<file path="config.mk">
export PLATFORM = sky130hd
export DESIGN_NAME = nv_shadow_ctrl
export DESIGN_NICKNAME = d
export VERILOG_FILES = /design/src/rtl/nv_shadow_pkg.sv /design/src/rtl/nv_cell.sv /design/src/rtl/nv_mem.sv /design/src/rtl/nv_seq.sv /design/src/rtl/nv_shadow_ctrl.sv
export SDC_FILE = /design/constraint.sdc
export NUM_CORES = 1
export LEC_CHECK = 0
export BUFFER_PORTS_ARGS = -buffer_cell sky130_fd_sc_hd__buf_2
export CELL_PAD_IN_SITES_DETAIL_PLACEMENT = 0
export CELL_PAD_IN_SITES_GLOBAL_PLACEMENT = 2
export CORE_MARGIN = 2
export CORE_UTILIZATION = 47
export CTS_CLUSTER_DIAMETER = 30
export DETAILED_ROUTE_END_ITERATION = 16
export PLACE_DENSITY_LB_ADDON = 0.1
export SKIP_LAST_GASP = 1
export SYNTH_ARGS = -nofsm -noshare
export SYNTH_HDL_FRONTEND = slang
export SYNTH_HIERARCHICAL = 1
export SYNTH_SLANG_ARGS = --single-unit
</file>
<file path="constraint.sdc">
create_clock -name clk -period 6.7 [get_ports clk]
set_input_delay 0.67 -clock clk [delete_from_list [all_inputs] [get_ports clk]]
set_output_delay 0.67 -clock clk [all_outputs]
set_load 0.05 [all_outputs]
</file>
<file path="src/rtl/nv_shadow_pkg.sv">
// Shared types for the nonvolatile shadow controller.
// Assumes: the sequencer and the storage array agree on the copy direction code.
package nv_shadow_pkg;

    // Sequencer phase.
    typedef enum logic [1:0] {
        SEQ_IDLE     = 2'd0,
        SEQ_STORE    = 2'd1,
        SEQ_RCL_OVH  = 2'd2,
        SEQ_RCL_COPY = 2'd3
    } seq_state_e;

    // Direction of the word copy that is active in a given cycle.
    typedef enum logic [1:0] {
        COPY_NONE      = 2'd0,
        COPY_TO_SHADOW = 2'd1,
        COPY_TO_RAM    = 2'd2
    } copy_dir_e;

endpackage

</file>
<file path="src/rtl/nv_cell.sv">
// One word of volatile storage paired with its nonvolatile shadow.
// Assumes: ld_shadow and ld_ram are never both set; a host write and
// ld_ram are never both set (the top blocks host writes while busy).
module nv_cell #(
    parameter int DATA_W = 8
) (
    input  logic              clk,
    input  logic              rst_n,
    input  logic              host_we,
    input  logic [DATA_W-1:0] host_d,
    input  logic              ld_shadow,
    input  logic              ld_ram,
    output logic [DATA_W-1:0] ram_o,
    output logic [DATA_W-1:0] shadow_o
);

    logic [DATA_W-1:0] ram_q;
    logic [DATA_W-1:0] shadow_q;

    // Volatile word: a recall takes precedence, then a host write.
    always_ff @(posedge clk) begin
        if (!rst_n) begin
            ram_q <= '0;
        end else if (ld_ram) begin
            ram_q <= shadow_q;
        end else if (host_we) begin
            ram_q <= host_d;
        end
    end

    // Shadow word: loaded only by a store.
    always_ff @(posedge clk) begin
        if (!rst_n) begin
            shadow_q <= '0;
        end else if (ld_shadow) begin
            shadow_q <= ram_q;
        end
    end

    assign ram_o    = ram_q;
    assign shadow_o = shadow_q;

endmodule

</file>
<file path="src/rtl/nv_mem.sv">
// Storage array: DEPTH word cells with a host write port, a host read mux,
// and a single-word copy port steered by the sequencer.
// Assumes: copy_idx addresses the word that moves in the current cycle.
module nv_mem
    import nv_shadow_pkg::*;
#(
    parameter int ADDR_W = 4,
    parameter int DATA_W = 8
) (
    input  logic              clk,
    input  logic              rst_n,
    input  logic              wr_en,
    input  logic [ADDR_W-1:0] wr_addr,
    input  logic [DATA_W-1:0] wr_data,
    input  logic [ADDR_W-1:0] rd_addr,
    output logic [DATA_W-1:0] rd_data,
    input  copy_dir_e         copy_dir,
    input  logic [ADDR_W-1:0] copy_idx
);

    localparam int DEPTH = 1 << ADDR_W;

    logic [DATA_W-1:0] ram_word    [DEPTH];
    logic [DATA_W-1:0] shadow_word [DEPTH];

    // Replicate one cell per word, each decoding its own selects.
    for (genvar w = 0; w < DEPTH; w++) begin : g_word
        logic sel_copy;
        logic sel_host;

        assign sel_copy = (copy_idx == ADDR_W'(w));
        assign sel_host = wr_en && (wr_addr == ADDR_W'(w));

        nv_cell #(
            .DATA_W (DATA_W)
        ) u_cell (
            .clk       (clk),
            .rst_n     (rst_n),
            .host_we   (sel_host),
            .host_d    (wr_data),
            .ld_shadow (sel_copy && (copy_dir == COPY_TO_SHADOW)),
            .ld_ram    (sel_copy && (copy_dir == COPY_TO_RAM)),
            .ram_o     (ram_word[w]),
            .shadow_o  (shadow_word[w])
        );
    end

    // Host read mux over the volatile words.
    assign rd_data = ram_word[rd_addr];

    // Shadow words are only observed through a recall.
    logic unused_shadow;
    always_comb begin
        unused_shadow = 1'b0;
        for (int i = 0; i < DEPTH; i++) begin
            unused_shadow = unused_shadow ^ (^shadow_word[i]);
        end
    end

endmodule

</file>
<file path="src/rtl/nv_seq.sv">
// Store/recall sequencer: dirty tracking, the latched recall request,
// the start decision, the overhead and word counters, the done pulse and
// the corruption flag.
// Assumes: wr_accept_i is already qualified with idle and the capacitor flag.
module nv_seq
    import nv_shadow_pkg::*;
#(
    parameter int ADDR_W     = 4,
    parameter int RECALL_OVH = 3
) (
    input  logic              clk,
    input  logic              rst_n,
    input  logic              vdd_low_i,
    input  logic              vdd_reset_i,
    input  logic              cap_low_i,
    input  logic              store_req_i,
    input  logic              wr_accept_i,
    input  logic              wr_active_i,
    output logic              busy_o,
    output logic              done_o,
    output logic              corrupt_o,
    output logic              dirty_o,
    output logic              pend_o,
    output copy_dir_e         copy_dir_o,
    output logic [ADDR_W-1:0] copy_idx_o
);

    localparam int DEPTH = 1 << ADDR_W;
    localparam int OVH_W = (RECALL_OVH > 1) ? $clog2(RECALL_OVH) : 1;
    localparam logic [ADDR_W-1:0] LAST_IDX = ADDR_W'(DEPTH - 1);
    localparam logic [OVH_W-1:0]  LAST_OVH = OVH_W'(RECALL_OVH - 1);

    seq_state_e        state_q, state_d;
    logic [ADDR_W-1:0] idx_q;
    logic [OVH_W-1:0]  ovh_q;
    logic              dirty_q, pend_q, done_q, corrupt_q;
    logic              start_store, start_recall, copying, finish;

    // Start decision: a store wins over a recall; both need the idle phase.
    always_comb begin
        start_store  = (state_q == SEQ_IDLE) && dirty_q &&
                       (vdd_low_i || (store_req_i && !cap_low_i));
        start_recall = (state_q == SEQ_IDLE) && !start_store && pend_q &&
                       !vdd_low_i && !vdd_reset_i;
        copying      = (state_q == SEQ_STORE) || (state_q == SEQ_RCL_COPY);
        finish       = copying && (idx_q == LAST_IDX);
    end

    // Next phase.
    always_comb begin
        state_d = state_q;
        unique case (state_q)
            SEQ_IDLE: begin
                if (start_store) begin
                    state_d = SEQ_STORE;
                end else if (start_recall) begin
                    state_d = SEQ_RCL_OVH;
                end
            end
            SEQ_STORE:    if (finish) state_d = SEQ_IDLE;
            SEQ_RCL_OVH:  if (ovh_q == LAST_OVH) state_d = SEQ_RCL_COPY;
            SEQ_RCL_COPY: if (finish) state_d = SEQ_IDLE;
            default:      state_d = SEQ_IDLE;
        endcase
    end

    // Phase register.
    always_ff @(posedge clk) begin
        if (!rst_n) state_q <= SEQ_IDLE;
        else        state_q <= state_d;
    end

    // Word counter: advances during a copy, wraps to zero at the last word.
    always_ff @(posedge clk) begin
        if (!rst_n)       idx_q <= '0;
        else if (copying) idx_q <= idx_q + 1'b1;
        else              idx_q <= '0;
    end

    // Overhead counter for the recall preamble.
    always_ff @(posedge clk) begin
        if (!rst_n)                       ovh_q <= '0;
        else if (state_q == SEQ_RCL_OVH)  ovh_q <= ovh_q + 1'b1;
        else                              ovh_q <= '0;
    end

    // Dirty flag: cleared by a finished copy, set by an accepted write.
    always_ff @(posedge clk) begin
        if (!rst_n)           dirty_q <= 1'b0;
        else if (finish)      dirty_q <= 1'b0;
        else if (wr_accept_i) dirty_q <= 1'b1;
    end

    // Recall request: latched at reset and on low supply, dropped at start.
    always_ff @(posedge clk) begin
        if (!rst_n)            pend_q <= 1'b1;
        else if (vdd_reset_i)  pend_q <= 1'b1;
        else if (start_recall) pend_q <= 1'b0;
    end

    // One-cycle completion pulse.
    always_ff @(posedge clk) begin
        if (!rst_n) done_q <= 1'b0;
        else        done_q <= finish;
    end

    // Sticky corruption flag: write strobe seen on the last recall edge.
    always_ff @(posedge clk) begin
        if (!rst_n)
            corrupt_q <= 1'b0;
        else if (start_recall)
            corrupt_q <= 1'b0;
        else if (finish && (state_q == SEQ_RCL_COPY) && wr_active_i)
            corrupt_q <= 1'b1;
    end

    // Copy steering toward the storage array.
    always_comb begin
        copy_dir_o = COPY_NONE;
        if (state_q == SEQ_STORE)         copy_dir_o = COPY_TO_SHADOW;
        else if (state_q == SEQ_RCL_COPY) copy_dir_o = COPY_TO_RAM;
    end

    assign copy_idx_o = idx_q;
    assign busy_o     = (state_q != SEQ_IDLE);
    assign done_o     = done_q;
    assign corrupt_o  = corrupt_q;
    assign dirty_o    = dirty_q;
    assign pend_o     = pend_q;

endmodule

</file>
<file path="src/rtl/nv_shadow_ctrl.sv">
// Top of the nonvolatile shadow controller: host strobe decoding,
// output-drive gating, the sequencer and the storage array.
// Assumes: power flags are already synchronous to clk.
module nv_shadow_ctrl
    import nv_shadow_pkg::*;
#(
    parameter int ADDR_W     = 4,
    parameter int DATA_W     = 8,
    parameter int RECALL_OVH = 3
) (
    input  logic              clk,
    input  logic              rst_n,
    input  logic              vdd_low_i,
    input  logic              vdd_reset_i,
    input  logic              cap_low_i,
    input  logic              ce_n_i,
    input  logic              oe_n_i,
    input  logic              we_n_i,
    input  logic [ADDR_W-1:0] addr_i,
    input  logic [DATA_W-1:0] wdata_i,
    input  logic              store_req_i,
    output logic [DATA_W-1:0] rdata_o,
    output logic              rdata_oe_o,
    output logic              busy_o,
    output logic              done_o,
    output logic              corrupt_o
);

    logic              wr_active, wr_accept, rd_active;
    logic              busy, dirty, pend;
    copy_dir_e         copy_dir;
    logic [ADDR_W-1:0] copy_idx;
    logic [DATA_W-1:0] mem_rd;

    // Host strobe decode, qualified by the sequencer and the capacitor flag.
    always_comb begin
        wr_active = !ce_n_i && !we_n_i;
        wr_accept = wr_active && !busy && !cap_low_i;
        rd_active = !ce_n_i && !oe_n_i && we_n_i && !busy;
    end

    nv_seq #(
        .ADDR_W     (ADDR_W),
        .RECALL_OVH (RECALL_OVH)
    ) u_seq (
        .clk         (clk),
        .rst_n       (rst_n),
        .vdd_low_i   (vdd_low_i),
        .vdd_reset_i (vdd_reset_i),
        .cap_low_i   (cap_low_i),
        .store_req_i (store_req_i),
        .wr_accept_i (wr_accept),
        .wr_active_i (wr_active),
        .busy_o      (busy),
        .done_o      (done_o),
        .corrupt_o   (corrupt_o),
        .dirty_o     (dirty),
        .pend_o      (pend),
        .copy_dir_o  (copy_dir),
        .copy_idx_o  (copy_idx)
    );

    nv_mem #(
        .ADDR_W (ADDR_W),
        .DATA_W (DATA_W)
    ) u_mem (
        .clk      (clk),
        .rst_n    (rst_n),
        .wr_en    (wr_accept),
        .wr_addr  (addr_i),
        .wr_data  (wdata_i),
        .rd_addr  (addr_i),
        .rd_data  (mem_rd),
        .copy_dir (copy_dir),
        .copy_idx (copy_idx)
    );

    // Read data is forced to zero whenever the output is not driven.
    assign rdata_oe_o = rd_active;
    assign rdata_o    = rd_active ? mem_rd : '0;
    assign busy_o     = busy;

endmodule

</file>
==> impl_metrics.py, run 1 <==
metrics = {
    "clock_network": {
        "cts_setup_buffers": 0,
        "holdBufCountCts": 0,
        "cts.sinks": 268,
        "path_clk_slew_ns": 0.04,
        "clock_path_buffers": 3,
        "cts_tree": "built",
        "cts_buffers": 68,
        "ctsRootBufferMaster": "clkbuf_16",
        "cts-htree-levels": 3,
        "cts_resized": 0,
        "clk_latency_ns": 0.56,
    },
    "critical_path": {
        "path_class": "primary input to output port",
        "crit_path_end_kind": "output port",
        "ff2ff_path_depth": 7,
        "worstSetupStartpointType": "primary input",
        "slowest_stage": "mux4_1",
        "arrival_ns": 3.10,
        "critPathTopFamily": "buffers and inverters",
        "cp_max_fo": 27,
        "worstPathRequired_ns": 6.03,
        "path_buf_inv": 3,
        "slowest_delay_ns": 0.63,
        "cp_common_cell": "buf_2",
        "worstPathCellList": "buf_2, buf_4, mux4_1, a22oi_1, nand2_1, and2_1, buf_2",
        "crit_cells": 7,
    },
    "layout": {
        "areaGrowthSynthToFinish_pct": 18.7,
        "drive_gt1_share_pct": 24.8,
        "nNetsFinal": 1236,
    },
    "detailed_routing": {
        "drt-pass1-iter-count": 6,
        "drtIter0Drc": 466,
        "finalWirelength_um": 35100,
        "wl_per_cell_um": 21.3,
        "viasPerCell": 5.48,
        "drc": 0,
        "vias": 9053,
        "ant_nets": 0,
    },
    "logic_synthesis": {
        "ys_seq_area_share_pct": 39.0,
        "synthFlopType": "dfxtp_1",
        "syn_area_um2": 13700,
        "synth.avg_cell_area_um2": 11.7,
        "ys_types": 39,
        "synth_edf_count": 0,
        "yosysWarnings": 6,
        "async_flop_share_pct": 0,
        "synth_fp_nets": 1194,
        "ys_seq_elements": 268,
        "syn_inst": 1171,
    },
    "power_and_ir_drop": {
        "max-vdd-ir-drop_mv": 0.240,
        "pwr-share-seq_pct": 32.6,
        "p_leak_uw": 0.00743,
        "p_sw_share_pct": 21.9,
        "p_clk_share_pct": 64.7,
        "power_density_nw_per_um2": 303,
        "power_frac_comb_pct": 2.6,
        "internal_power_uw": 3860,
        "p_sw_uw": 1080,
    },
    "min_path": {
        "hold_path.class": "primary input to flip-flop",
        "hold_path_depth": 2,
    },
    "global_routing": {
        "grt.total_usage_pct": 23.1,
        "grt_max_degree": 139,
        "grt_pass1_wl_um": 54600,
        "grt-ovfl-total": 0,
        "antenna_found_initial": 2,
        "first_global_vias": 9273,
    },
    "sta": {
        "setup_violations": 0,
        "fmax_mhz": 265,
        "relSlewSlack_pct": 21.7,
        "setup_ws_ns": 2.93,
        "period_share_pct": 56.3,
        "tns_ns": 0,
        "rsz0062_at_grt": "no",
        "skew_ns": 0.0177,
        "period_minus_slack_ns": 3.77,
        "slew_viol_final": 0,
        "worst_slew_pin_slew_ns": 1.17,
        "hold_viol_final": 0,
    },
    "placement": {
        "dp_hpwl_um": 21700,
        "dpl_worst_slack_ns": 2.94,
        "numPortBuffers": 32,
        "gp_congestion": 0.791,
    },
    "job": {
        "cap_violations": 0,
    },
    "floorplanning": {
        "die_h_um": 175,
        "initial_core_util_pct": 47.8,
        "fp.dieW_um": 175,
        "die_area_um2": 30600,
        "pin_count": 33,
        "core_area_um2": 28800,
        "num_rows": 62,
    },
    "outcome": {
        "status": "completed",
    },
}
cell usage in the layout (no fill, tap or decap), drive strengths merged:
cell        n
a211o       1
a21oi       3
a22oi      16
and2       10
and2b       2
and3        1
buf        52
bufinv      4
clkbuf     96
clkinv     16
clkinvlp    2
dfxtp     268
diode       2
ha          2
inv         6
mux2      128
mux2i     128
mux4       32
nand2      19
nand2b      7
nand3       5
nand3b      6
nand4       1
nand4b      1
nor2       47
nor2b     133
nor3       15
nor4        1
nor4b       1
o211a     129
o21ai       1
or2         1
or2b      128
or3b        1
xnor2       1
xor2        1
final cells by class:
type	instances	area (um^2)
Antenna cell	2	5.00
Clock buffer	96	1980
Clock inverter	26	307
Fill cell	2479	12500
Inverter	2	7.51
Multi-Input combinational cell	821	7850
Sequential cell	268	5370
Tap cell	384	480
Timing Repair Buffer	52	329
logic make-up (layout without fill, tap and decap cells):
group	count (synthesis)	after routing	share of synthesized area, %
adders and majority gates	2	2	0.182
xor gates and xnor gates	2	2	0.127
buffers and inverters	82	176	3.87
muxes	288	288	28.9
DFF	268	268	39.0
other	0	2	0
AOI/OAI and AO/OA	150	150	10.5
and+or+nand+nor	379	379	17.4
sequential cells by signal, indices dropped and copies added, names as in the netlist:
register and flops:
u_seq/state_q 2, u_seq/done_o 1, u_seq/pend_o 1, u_mem/g_word.u_cell/shadow_o 128
u_seq/corrupt_o 1, u_seq/ovh_q 2, u_mem/g_word.u_cell/ram_o 128, u_seq/copy_idx_o 4
u_seq/dirty_o 1
synthesized netlist by cell type (all sizes together) (3+ instances only):
master / n / area (um^2)
dfxtp: 268 / 5370
o211a: 129 / 1290
nor3: 15 / 86.3
mux2: 128 / 1920
a21oi: 3 / 15.0
buf: 57 / 419
nand3: 5 / 25.0
mux4: 32 / 773
nand2: 19 / 71.3
and2: 10 / 63.8
nand2b: 7 / 43.8
clkdlybuf4s25: 3 / 30.0
nor2b: 133 / 832
mux2i: 128 / 1280
nor2: 47 / 176
a22oi: 16 / 120
nand3b: 6 / 45.0
or2b: 128 / 961
clkbuf: 20 / 75.1
final timing paths:
path	end	slack (ns)	startpoint
min reg2reg	u_seq/ovh_q[0]$_SDFF_PN0_	0.42	u_seq/ovh_q[0]$_SDFF_PN0_
max reg2reg	u_mem/g_word[1].u_cell/ram_o[2]$_SDFFE_PN0P_	3.42	u_seq/state_q[0]$_SDFFE_PN0P_
min	u_seq/pend_o$_SDFFE_PP1P_	0.33	vdd_reset_i
max	rdata_o[3]	2.93	addr_i[0]
power by group through the flow:
| stage | registers [uW] | clock network (uW) | logic, uW |
|---|---|---|---|
| global placement | 1640 | 0 | 132 |
| finish | 1610 | 3200 | 131 |
| global route | 1610 | 3340 | 139 |
| detailed placement | 1640 | 0 | 132 |
| floorplan | 1640 | 0 | 80.9 |
| CTS | 1610 | 3250 | 133 |
worst reg2reg max path: cells and delay by family, from the launching register on:
kind	cells	cell delay (ns)
AND/OR/NAND/NOR	4	2.00
flip-flops	1	0.41
multiplexers	1	0.36
buffers and inverters	1	0.21
AO/OA/AOI/OAI	1	0.20
layer usage:
| metal | global-route usage (%) | vias to the layer above | part of all wire, % |
|---|---|---|---|
| li1 | - | 4315 | - |
| met1 | 30.2 | 4501 | 46 |
| met2 | 38.3 | 175 | 48 |
| met3 | 4.00 | 62 | 3.6 |
| met4 | 8.47 | 0 | 2.6 |
| met5 | 0 | - | 0 |
metrics by stage:
stage | instances | cell area (um^2) | hold WS [ns] | power, uW | utilization [%]
after floorplan | 1171 | 13700 | 0.396 | 1720 | -
after detailed placement | 1527 | 14000 | 0.415 | 1770 | 48.7
after global routing | 1650 | 16300 | 0.313 | 5100 | 56.7
after global placement | 1527 | 14000 | 0.412 | 1770 | 48.7
final | 1651 | 16300 | 0.328 | 4940 | 56.7
after CTS | 1649 | 16300 | 0.313 | 4990 | 56.7
Note: power is estimated with default switching activity, not from simulation.
==> run 2: changes to the inputs <==
- CORE_UTILIZATION: 47 -> 39
- clock period: 6.7 -> 3.1 ns (I/O delays scaled with it)
==> run 2 against run 1 <==
Effect of this change:
- core utilization is 7.0 points lower
- non-clock buffer count is 42 higher
- sequential cell count stayed put
- clock power is 150% higher
- worst hold slack worse by 0.23 ns
- worst setup slack worse by 2.6 ns
- total power is 140% higher
- combinational power is 140% higher
- largest cell class unchanged
==> impl_metrics.py, run 2 (same netlist as run 1, synthesis figures left out) <==
metrics = {
    "critical_path": {
        "worstPathRequired_ns": 2.79,
        "worstSetupStartpointType": "flip-flop",
        "arrival_ns": 2.50,
        "crit_path_end_kind": "output port",
        "cp_max_fo": 3,
        "path_class": "flip-flop to output port",
        "ff2ff_path_depth": 7,
    },
    "sta": {
        "relSlewSlack_pct": 56.7,
        "rsz0062_at_grt": "no",
        "skew_ns": 0.0144,
        "fmax_mhz": 356,
        "period_share_pct": 90.7,
        "slew_viol_final": 0,
        "hold_viol_final": 0,
        "period_minus_slack_ns": 2.81,
        "setup_violations": 0,
        "tns_ns": 0,
        "worst_slew_pin_slew_ns": 0.646,
    },
    "global_routing": {
        "antenna_found_initial": 0,
        "grt.total_usage_pct": 20.3,
        "grt-ovfl-total": 0,
        "grt_pass1_wl_um": 56200,
        "grt_max_degree": 90,
        "first_global_vias": 9429,
    },
    "floorplanning": {
        "die_area_um2": 36800,
        "core_area_um2": 34600,
        "pin_count": 33,
        "die_h_um": 192,
        "initial_core_util_pct": 39.7,
        "fp.dieW_um": 192,
        "num_rows": 68,
    },
    "detailed_routing": {
        "ant_nets": 0,
        "drc": 0,
        "wl_per_cell_um": 20.4,
        "viasPerCell": 5.08,
        "finalWirelength_um": 36300,
        "drt-pass1-iter-count": 5,
        "drtIter0Drc": 344,
        "vias": 9040,
    },
    "clock_network": {
        "clock_path_buffers": 3,
        "ctsRootBufferMaster": "clkbuf_16",
        "cts_resized": 0,
        "cts_buffers": 79,
        "cts.sinks": 268,
        "cts_setup_buffers": 0,
        "cts_tree": "built",
        "clk_latency_ns": 0.56,
        "cts-htree-levels": 3,
        "path_clk_slew_ns": 0.04,
        "holdBufCountCts": 1,
    },
    "min_path": {
        "hold_path.class": "primary input to flip-flop",
        "hold_path_depth": 4,
    },
    "power_and_ir_drop": {
        "power_density_nw_per_um2": 684,
        "p_leak_uw": 0.00789,
        "max-vdd-ir-drop_mv": 0.541,
    },
    "layout": {
        "diodes": 0,
        "layout_common_cells": "dfxtp_1, nor2b_1, o211a_1",
        "nNetsFinal": 1289,
        "areaGrowthSynthToFinish_pct": 25.1,
        "drive_gt1_share_pct": 28.1,
        "fin_area_um2": 17200,
        "final_common_cell": "dfxtp_1",
    },
    "placement": {
        "numPortBuffers": 32,
        "place_area_um2": 14500,
        "dp_hpwl_um": 22900,
        "gp_congestion": 0.788,
    },
    "job": {
        "cap_violations": 0,
    },
    "outcome": {
        "status": "completed",
    },
}
==> run 2: changes by cell type in the layout (fill, tap and decap cells not counted), moves of 2 or more <==
cell / previous run / this run
buf_4: 19 / 55
clkbuf_8: 15 / 28
clkbuf_16: 69 / 81
buf_12: 1 / 6
clkinv_2: 14 / 9
inv_16: 3 / 0
inv_6: 1 / 4
clkbuf_1: 12 / 14
clkinv_8: 2 / 0
clkinvlp_4: 2 / 0
diode_2: 2 / 0
==> run 2: final timing paths <==
path	slack, ns	start	endpoint
worst min-delay path	0.1	vdd_low_i	u_seq/pend_o$_SDFFE_PP1P_
worst min register to register	0.42	u_seq/ovh_q[0]$_SDFF_PN0_	u_seq/ovh_q[0]$_SDFF_PN0_
worst max register to register	0.42	u_seq/state_q[1]$_SDFFE_PN0P_	u_mem/g_word[0].u_cell/ram_o[2]$_SDFFE_PN0P_
worst max-delay path	0.29	u_mem/g_word[0].u_cell/ram_o[0]$_SDFFE_PN0P_	rdata_o[0]
==> run 2: layer usage <==
metal	wire (um)	global-route usage [%]	share of wire, %
met5	0	0	0
met4	971	8.40	2.7
met3	1470	4.22	4.1
met2	16700	32.3	46
met1	17100	26.6	47
==> run 2: area by class of cell <==
cell class                      count  area [um^2]
Clock inverter                     18          230
Inverter                            2         7.51
Sequential cell                   268         5370
Clock buffer                      123         2460
Timing Repair Buffer               94          709
Multi-Input combinational cell    821         7850
Tap cell                          455          569
Fill cell                        3140        17400
==> run 2: critical path: stages, from the launching register on <==
cell,delay [ns]
dfxtp_1,0.36
mux4_1,0.53
a22oi_1,0.55
nand2_1,0.14
and2_1,0.16
buf_2,0.20
==> run 2: stage by stage <==
step,hold WS (ns),power (uW),utilization (%),setup WS [ns],cells
floorplan,0.396,3710,-,0.223,1171
global placement,0.411,3870,41.9,0.445,1639
detailed placement,0.416,3860,41.9,0.406,1639
CTS,0.0788,11900,49.7,0.385,1781
global route,0.0999,12100,49.7,0.237,1781
finish,0.0965,11800,49.7,0.288,1781
==> run 2: power breakdown <==
| group | internal [uW] | switching (uW) | leakage (uW) |
|---|---|---|---|
| Combinational | 120 | 197 | 0.00439 |
| Sequential | 3480 | 10.9 | 0.00216 |
| Clock | 5770 | 2200 | 0.00134 |
| Total | 9370 | 2410 | 0.00789 |
==> run 3: changes to the inputs <==
- CORE_MARGIN: 2 -> unset
==> run 3 against run 2 <==
Effect of this change:
- clock power grew 3.9%
- fmax shrank 0.92%
- count of clock-buffer cells in the layout shrank 5
- clock skew shrank 0.0015 ns
- sequential share of layout area shrank 0.070 points
- global-route usage grew 0.68 points
- first-iteration DRC count grew 8.7%
- design area grew 0.23%
- via count grew 0.61%
- non-clock buffer count shrank 2
- die area shrank 2.1%
- critical path type is now primary input to output port
- largest cell class unchanged
==> impl_metrics.py, run 3 (same netlist as run 1, synthesis figures left out) <==
metrics = {
    "outcome": {
        "status": "completed",
    },
    "power_and_ir_drop": {
        "power_frac_comb_pct": 2.6,
        "power_density_nw_per_um2": 701,
        "p_sw_share_pct": 20.5,
        "p_leak_uw": 0.00789,
        "internal_power_uw": 9600,
        "p_clk_share_pct": 68.6,
        "max-vdd-ir-drop_mv": 0.413,
        "p_sw_uw": 2480,
        "pwr-share-seq_pct": 28.9,
    },
    "floorplanning": {
        "initial_core_util_pct": 39.7,
        "die_h_um": 190,
        "num_rows": 68,
        "core_area_um2": 34600,
        "fp.dieW_um": 190,
        "pin_count": 33,
        "die_area_um2": 36000,
    },
    "clock_network": {
        "cts.sinks": 268,
        "cts_tree": "built",
        "ctsRootBufferMaster": "clkbuf_16",
        "cts_resized": 0,
        "cts_buffers": 79,
        "cts-htree-levels": 3,
        "cts_setup_buffers": 0,
        "clk_latency_ns": 0.57,
        "path_clk_slew_ns": 0.04,
        "clock_path_buffers": 3,
    },
    "critical_path": {
        "crit_path_end_kind": "output port",
        "slowest_stage": "mux4_1",
        "ff2ff_path_depth": 7,
        "slowest_delay_ns": 0.57,
        "cp_max_fo": 15,
        "worstSetupStartpointType": "primary input",
        "reg2reg_slack_ns": 0.33,
        "rr_endpoint": "u_mem/g_word[5].u_cell/ram_o[2]$_SDFFE_PN0P_",
        "worstPathRequired_ns": 2.79,
        "arrival_ns": 2.53,
        "worstPathCellList": "buf_2, buf_4, mux4_1, a22oi_1, nand2_1, and2_1, buf_2",
        "path_buf_inv": 3,
        "path_class": "primary input to output port",
        "reg2reg_from": "u_seq/state_q[1]$_SDFFE_PN0P_",
        "critPathTopFamily": "buffers and inverters",
        "cp_common_cell": "buf_2",
    },
    "placement": {
        "dpl_worst_slack_ns": 0.266,
        "dp_hpwl_um": 23200,
        "gp_congestion": 0.751,
        "numPortBuffers": 32,
    },
    "sta": {
        "skew_ns": 0.0130,
        "hold_viol_final": 0,
        "fmax_mhz": 352,
        "setup_ws_ns": 0.262,
        "rsz0062_at_grt": "no",
        "period_share_pct": 91.6,
        "tns_ns": 0,
        "worst_slew_pin_slew_ns": 1.06,
        "period_minus_slack_ns": 2.84,
        "setup_violations": 0,
        "slew_viol_final": 0,
        "relSlewSlack_pct": 28.9,
    },
    "layout": {
        "multiInputGateArea_um2": 7850,
        "nNetsFinal": 1287,
        "areaGrowthSynthToFinish_pct": 25.4,
        "final_common_cell": "dfxtp_1",
        "diodes": 0,
        "seq_area_um2": 5370,
        "drive_gt1_share_pct": 28.3,
        "fillers": 3146,
        "layout_common_cells": "dfxtp_1, nor2b_1, o211a_1",
    },
    "detailed_routing": {
        "vias": 9095,
        "ant_nets": 0,
        "wl_per_cell_um": 20.7,
        "finalWirelength_um": 36800,
        "viasPerCell": 5.11,
        "drc": 0,
        "drt-pass1-iter-count": 4,
        "drtIter0Drc": 374,
    },
    "global_routing": {
        "grt.total_usage_pct": 20.9,
        "first_global_vias": 9203,
        "grt-ovfl-total": 0,
        "grt_pass1_wl_um": 56900,
        "antenna_found_initial": 1,
        "grt_max_degree": 72,
    },
    "min_path": {
        "hp-start": "vdd_low_i",
        "hold_path_depth": 4,
        "hold_path.class": "primary input to flip-flop",
        "min_to": "u_seq/pend_o$_SDFFE_PP1P_",
    },
    "job": {
        "cap_violations": 0,
    },
}
[run 3: worst register-to-register path, cell delays in order (launching register included)]
cell and delay (ns):
dfxtp_1 0.30, or2_2 0.33, nor4_1 0.28, buf_4 0.21, nand3b_1 0.15, nor2_1 0.84
mux2_4 0.36, o211a_1 0.20
[run 3: per-layer routing]
metal / share of wire, % / GRT usage [%]
met5: 0.022 / 0
met3: 3.9 / 4.52
met4: 1.8 / 6.95
met2: 46 / 33.0
met1: 49 / 28.3
[run 3: worst max-delay path by stage]
| stage | start | to | depth (start not counted) |
|---|---|---|---|
| finish | addr_i[0] | rdata_o[3] | 7 |
| floorplan | u_seq/state_q[1]$_SDFFE_PN0P_ | u_mem/g_word[0].u_cell/ram_o[0]$_SDFFE_PN0P_ | 8 |
| detailed placement | u_seq/state_q[1]$_SDFFE_PN0P_ | u_mem/g_word[5].u_cell/ram_o[2]$_SDFFE_PN0P_ | 7 |
| global placement | u_seq/state_q[1]$_SDFFE_PN0P_ | u_mem/g_word[5].u_cell/ram_o[4]$_SDFFE_PN0P_ | 7 |
| global route | u_seq/state_q[1]$_SDFFE_PN0P_ | u_mem/g_word[5].u_cell/ram_o[0]$_SDFFE_PN0P_ | 7 |
| CTS | u_seq/state_q[1]$_SDFFE_PN0P_ | u_mem/g_word[5].u_cell/ram_o[2]$_SDFFE_PN0P_ | 7 |
[run 3: what timing repair did]
item / CTS / global route
setup endpoints to repair: 0 / 0
hold buffers: 1 / 0
hold endpoints to repair: 1 / 0
[run 3: power groups by stage]
stage | clock (uW) | combinational (uW) | sequential, uW
2_1_floorplan | 0 | 175 | 3540
3_3_place_gp | 0 | 316 | 3540
3_5_place_dp | 0 | 316 | 3540
4_1_cts | 8440 | 318 | 3480
5_1_grt | 8650 | 333 | 3480
6_report | 8280 | 311 | 3490
[run 3: layout make-up]
class,instances,area share (%)
Clock buffer,118,14.1
Clock inverter,25,2.05
Inverter,2,0.0436
Multi-Input combinational cell,821,45.5
Sequential cell,268,31.1
Tap cell,455,3.30
Timing Repair Buffer,92,3.81
[run 3: stage by stage]
step | utilization (%) | hold slack, ns | cells | area (um^2) | total power [uW]
after floorplan | - | 0.396 | 1171 | 13700 | 3710
after global placement | 41.7 | 0.410 | 1637 | 14400 | 3860
after detailed placement | 41.7 | 0.412 | 1637 | 14400 | 3860
after CTS | 49.8 | 0.0716 | 1781 | 17200 | 12200
final | 49.8 | 0.105 | 1781 | 17200 | 12100
after global routing | 49.8 | 0.0938 | 1781 | 17200 | 12500
